[src/rtl/frame_arm_pkg.sv]
package frame_arm_pkg;
  localparam int unsigned DEF_LINE_W = 10;

  typedef struct packed {
    logic frame_edge;
    logic line_edge;
  } fac_evt_t;
endpackage

[src/rtl/fac_edge_det.sv]
module fac_edge_det #(
  parameter int unsigned N = 2
) (
  input  logic         clk,
  input  logic         rst_n,
  input  logic [N-1:0] sig_i,
  output logic [N-1:0] rise_o,
  output logic [N-1:0] fall_o
);
  logic [N-1:0] prev_q;

  for (genvar i = 0; i < N; i++) begin : g_bit
    always_ff @(posedge clk or negedge rst_n) begin
      if (!rst_n) prev_q[i] <= 1'b0;
      else        prev_q[i] <= sig_i[i];
    end
    assign rise_o[i] = sig_i[i] & ~prev_q[i];
    assign fall_o[i] = ~sig_i[i] & prev_q[i];
  end
endmodule

[src/rtl/fac_arm_flags.sv]
module fac_arm_flags (
  input  logic clk,
  input  logic rst_n,
  input  logic frame_edge,
  input  logic cap_req,
  input  logic stat_rd,
  output logic pend_o,
  output logic busy_o,
  output logic done_o,
  output logic wen_o,
  output logic rd_ans_o
);
  logic pend_q, busy_q, done_q, wen_q, ans_q;
  logic pend_d, busy_d, done_d, wen_d, ans_d;
  logic flag_en;

  always_comb begin
    pend_d = pend_q;
    busy_d = busy_q;
    done_d = done_q;
    wen_d  = wen_q;
    ans_d  = stat_rd & done_q & ~busy_q;
    // read-clear first so that an edge setting done wins
    if (stat_rd && !busy_q) done_d = 1'b0;
    if (frame_edge) begin
      if (pend_q) begin
        wen_d  = 1'b1;
        done_d = 1'b0;
        pend_d = 1'b0;
      end else begin
        wen_d = 1'b0;
        if (busy_q) begin
          busy_d = 1'b0;
          done_d = 1'b1;
        end
      end
    end
    // a new request is kept for the next edge
    if (cap_req) begin
      pend_d = 1'b1;
      busy_d = 1'b1;
    end
  end

  assign flag_en = frame_edge | cap_req | stat_rd;

  always_ff @(posedge clk or negedge rst_n) begin
    if (!rst_n) begin
      pend_q <= 1'b0;
      busy_q <= 1'b0;
      done_q <= 1'b0;
      wen_q  <= 1'b0;
    end else if (flag_en) begin
      pend_q <= pend_d;
      busy_q <= busy_d;
      done_q <= done_d;
      wen_q  <= wen_d;
    end
  end

  always_ff @(posedge clk or negedge rst_n) begin
    if (!rst_n) ans_q <= 1'b0;
    else        ans_q <= ans_d;
  end

  assign pend_o   = pend_q;
  assign busy_o   = busy_q;
  assign done_o   = done_q;
  assign wen_o    = wen_q;
  assign rd_ans_o = ans_q;
endmodule

[src/rtl/fac_line_count.sv]
module fac_line_count #(
  parameter int unsigned LINE_W = 10
) (
  input  logic              clk,
  input  logic              rst_n,
  input  logic              frame_edge,
  input  logic              line_edge,
  output logic [LINE_W-1:0] cnt_o,
  output logic [LINE_W-1:0] last_o
);
  localparam logic [LINE_W-1:0] CNT_MAX = {LINE_W{1'b1}};
  localparam logic [LINE_W-1:0] CNT_ONE = LINE_W'(1);

  logic [LINE_W-1:0] cnt_q, cnt_d, last_q;
  logic              cnt_en;

  always_comb begin
    cnt_d = cnt_q;
    if (frame_edge)            cnt_d = line_edge ? CNT_ONE : '0;
    else if (cnt_q != CNT_MAX) cnt_d = cnt_q + CNT_ONE;
  end

  assign cnt_en = frame_edge | line_edge;

  always_ff @(posedge clk or negedge rst_n) begin
    if (!rst_n)      cnt_q <= '0;
    else if (cnt_en) cnt_q <= cnt_d;
  end

  always_ff @(posedge clk or negedge rst_n) begin
    if (!rst_n)          last_q <= '0;
    else if (frame_edge) last_q <= cnt_q;
  end

  assign cnt_o  = cnt_q;
  assign last_o = last_q;
endmodule

[src/rtl/frame_arm_ctrl.sv]
module frame_arm_ctrl
  import frame_arm_pkg::*;
#(
  parameter int unsigned LINE_W = DEF_LINE_W
) (
  input  logic              clk,
  input  logic              rst_n,
  input  logic              vsync_i,
  input  logic              href_i,
  input  logic              cap_req_i,
  input  logic              stat_rd_i,
  output logic              wr_en_o,
  output logic              busy_o,
  output logic              done_o,
  output logic              rd_done_o,
  output logic [LINE_W-1:0] last_lines_o
);
  fac_evt_t          evt;
  logic [1:0]        rise_v, fall_v;
  logic              arm_pend;
  logic [LINE_W-1:0] line_cnt;

  fac_edge_det #(.N(2)) u_edges (
    .clk   (clk),
    .rst_n (rst_n),
    .sig_i ({vsync_i, href_i}),
    .rise_o(rise_v),
    .fall_o(fall_v)
  );

  assign evt.frame_edge = fall_v[1];
  assign evt.line_edge  = rise_v[0];

  fac_arm_flags u_flags (
    .clk       (clk),
    .rst_n     (rst_n),
    .frame_edge(evt.frame_edge),
    .cap_req   (cap_req_i),
    .stat_rd   (stat_rd_i),
    .pend_o    (arm_pend),
    .busy_o    (busy_o),
    .done_o    (done_o),
    .wen_o     (wr_en_o),
    .rd_ans_o  (rd_done_o)
  );

  fac_line_count #(.LINE_W(LINE_W)) u_lines (
    .clk       (clk),
    .rst_n     (rst_n),
    .frame_edge(evt.frame_edge),
    .line_edge (evt.line_edge),
    .cnt_o     (line_cnt),
    .last_o    (last_lines_o)
  );
endmodule

[config.mk]
export PLATFORM = sky130hd
export DESIGN_NAME = frame_arm_ctrl
export DESIGN_NICKNAME = d
export VERILOG_FILES = /design/src/rtl/frame_arm_pkg.sv /design/src/rtl/fac_edge_det.sv /design/src/rtl/fac_arm_flags.sv /design/src/rtl/fac_line_count.sv /design/src/rtl/frame_arm_ctrl.sv
export SDC_FILE = /design/constraint.sdc
export NUM_CORES = 1
export LEC_CHECK = 0
export BUFFER_PORTS_ARGS = -buffer_cell sky130_fd_sc_hd__buf_2
export CORE_MARGIN = 2
export CORE_UTILIZATION = 53
export DETAILED_ROUTE_END_ITERATION = 7
export PLACE_DENSITY = 0.86
export SLEW_MARGIN = 20
export SYNTH_ARGS = -nofsm -noshare
export SYNTH_HDL_FRONTEND = slang
export SYNTH_SLANG_ARGS = --single-unit
[constraint.sdc]
create_clock -name clk -period 1.87 [get_ports clk]
set_clock_uncertainty 0.15 [all_clocks]
set_input_delay 0.187 -clock clk [delete_from_list [all_inputs] [get_ports clk]]
set_output_delay 0.187 -clock clk [all_outputs]
set_load 0.1 [all_outputs]
==> out/metrics.cfg <==
[global_route]
grt_pass1_wl_mm = 4.08
antenna_found_initial = 0
grt_max_degree = 28
grt_overflow = 0
grt_pass1_vias = 958
grt_usage = 0.211

[worst_setup_path]
critPathLaunch = u_lines.cnt_o[0]$_DFFE_PN0P_
endpoint_kind = flop
r2r_cells = 5
start_kind = flop
worst-r2r-setup-slack_ns = 0.05
r2r-end = u_lines.cnt_o[7]$_DFFE_PN0P_
cp-endpoint = u_lines.cnt_o[7]$_DFFE_PN0P_
required_ns = 1.98
worstReg2RegStart = u_lines.cnt_o[0]$_DFFE_PN0P_
slowest_stage = or4_1
slowest_delay_ns = 0.51
critPathArrivalTime_ns = 1.93
critPathMaxFanout = 6
critPathBufInv = 0
cp_num_cells = 5
path_class = flop to flop
crit_chain = ha_1 -> nand3_1 -> nor2_1 -> or4_1 -> a21oi_2
cp_top_family = simple AND/OR/NAND/NOR gates

[logic_synthesis]
synth_top_family_by_area = simple AND/OR/NAND/NOR gates
syn_avg_cell_area_um2 = 9.80
synth_cell_types = 35
synth_cells = 120
synth_fp_nets = 127
synth_xor_area_frac = 0
synth-seq-area-share = 0.574
synth_compound_area_frac = 0.141
synth_warnings = 0
synthMuxAreaShare = 0
yosys.area_share.simple = 0.240
ys_ff_latch = 27
synthAdderAreaFrac = 0.0106
netlist_area_um2 = 1180

[power]
leakage_nw = 0.715
vdd.ir_drop.worst_mv = 0.572
p_per_area_nw_per_um2 = 814
total_power_mw = 1.14

[cells_and_area]
area_growth_pct = 18.8
drive_gt1_frac = 0.218
nets = 155
final-instance-count-excl-fill = 175
seq_area_um2 = 676
multi_input_area_um2 = 465
final_area_um2 = 1400
antennaDiodeCount = 0
nFillCells = 177
final_util = 0.651

[timing]
maxSlewViolCount = 0
timing.setup.tns_ns = 0
finalCritPeriodShare = 0.974
hold_viol = 0
hold_slack_ns = 0.209
fmax_mhz = 549
slew_headroom = 0.621
final.setup.worst_slack_ns = 0.0492
rsz0062_at_grt = false
period_needed_ns = 1.82
worstMarginPinSlew_ns = 0.568
setup-violations-final = 0

[route]
wl_mm = 2.38
drc = 0
wl_per_cell_um = 13.6
vias = 973
firstDrtPassIters = 4
viasPerCell = 5.56
detail-route-antenna-nets = 0
drt_iter0_drc = 28

[clocking]
cts-buffers-inserted = 3
cts_num_sinks = 27
clock_path_buffers = 2
post-cts-setup-buffers = 0
cts_root_buf = clkbuf_4
htreeDepth = 1
clkTransAtPathRegs_ns = 0.14
insertion_delay_ns = 0.33
cts_tree = yes

[floorplanning]
core_um2 = 2150
dieArea_um2 = 2610
ios = 20
rows = 17
fp.dieW_um = 51.1
start_util = 0.547
die_h_um = 51.1

[place]
post-place-cells = 166
hpwlAfterDp_mm = 1.78
place.gp.congestion = 0.819
dpl_cell_area_um2 = 1320
dp_slack_ns = 0.105
portBuffers = 19

[flow_run]
drv_cap = 0

[hold_path]
hp-class = input port to async pin

[run_status]
status = completed

==> state kept, by name, summed over array words and instances (netlist names) <==
name	count
u_edges.prev_q	2
u_flags.busy_o	1
u_flags.done_o	1
u_flags.pend_o	1
u_flags.rd_ans_o	1
u_flags.wen_o	1
u_lines.cnt_o	10
u_lines.last_o	10
==> cell usage in the layout, fill, tap and decap left out, types with 2 or more instances in the layout <==
cell	instances
a211oi_1	2
a21oi_1	3
a31oi_1	3
and3_1	2
and4_1	2
buf_2	19
buf_4	5
clkbuf_4	3
dfrtp_1	27
dlygate4sd3_1	5
inv_1	3
nand2_1	37
nand2b_1	2
nand3_1	3
nor2_1	3
nor2b_1	3
o21ai_0	5
==> what timing repair did <==
action / in CTS / in global routing
hold buffers: 5 / 0
endpoints found under the setup margin: 0 / 1
hold endpoints to repair: 33 / 0
resized for setup: 0 / 1
==> layer usage <==
metal	vias to the layer above	GRT usage	routed length [um]
met2	32	0.370	1240
met4	0	0.0946	48
met3	6	0.0380	103
li1	470	-	-
met5	-	0	0
met1	465	0.250	993
==> worst min-delay path by stage <==
| stage | to | slack, ns |
|---|---|---|
| 6_report | u_lines.last_o[0]$_DFFE_PN0P_ | 0.21 |
| 5_1_grt | u_flags.wen_o$_DFFE_PN0P_ | 0.27 |
| 4_1_cts | u_lines.last_o[2]$_DFFE_PN0P_ | 0.23 |
| 3_5_place_dp | u_lines.last_o[2]$_DFFE_PN0P_ | 0.07 |
| 3_3_place_gp | u_lines.last_o[0]$_DFFE_PN0P_ | 0.06 |
| 2_1_floorplan | u_edges.prev_q[0]$_DFF_PN0_ | -0.26 |
==> area by class of cell <==
class | instances | share of cell area
Clock buffer | 3 | 0.0161
Tap cell | 28 | 0.0251
Multi-Input combinational cell | 84 | 0.333
Sequential cell | 27 | 0.483
Timing Repair Buffer | 29 | 0.131
Inverter | 3 | 0.00806
Clock inverter | 1 | 0.00358
==> cells in the mapped netlist, drive strengths merged <==
library cell  instances  area [um2]
a211oi                2        15.0
a21o                  1        7.51
a21oi                 4        20.0
a221oi                1        8.76
a31oi                 3        18.8
a41o                  1        10.0
and2                  1        6.26
and3                  2        12.5
and4                  3        27.5
buf                   3        16.3
clkbuf                3        11.3
dfrtp                27         676
ha                    1        12.5
inv                   3        11.3
nand2                37         139
nand2b                2        12.5
nand3                 3        15.0
nand3b                1        7.51
nand4                 2        18.8
nor2                  3        11.3
nor2b                 3        18.8
o2111a                1        11.3
o211ai                1        7.51
o21ai                 6        30.0
o311ai                1        8.76
o31ai                 2        20.0
o41ai                 1        8.76
or3                   1        6.26
or4                   1        7.51
==> where the power goes <==
| group | internal [mW] | switching [mW] | total (mW) | leakage, nW |
|---|---|---|---|---|
| registers | 0.614 | 0.0265 | 0.641 | 0.355 |
| clock network | 0.0804 | 0.171 | 0.252 | 0.0177 |
| logic | 0.0508 | 0.194 | 0.244 | 0.342 |
| total | 0.746 | 0.391 | 1.14 | 0.715 |
==> kinds of logic (layout without fill, tap and decap cells) <==
kind of cell,after synthesis,after routing
AND/OR/NAND/NOR,59,59
flip-flops,27,27
AO/OA/AOI/OAI,24,24
buffers and inverters,9,36
adder cells (fa/ha/maj),1,1
(Power assumes the default switching activity.)
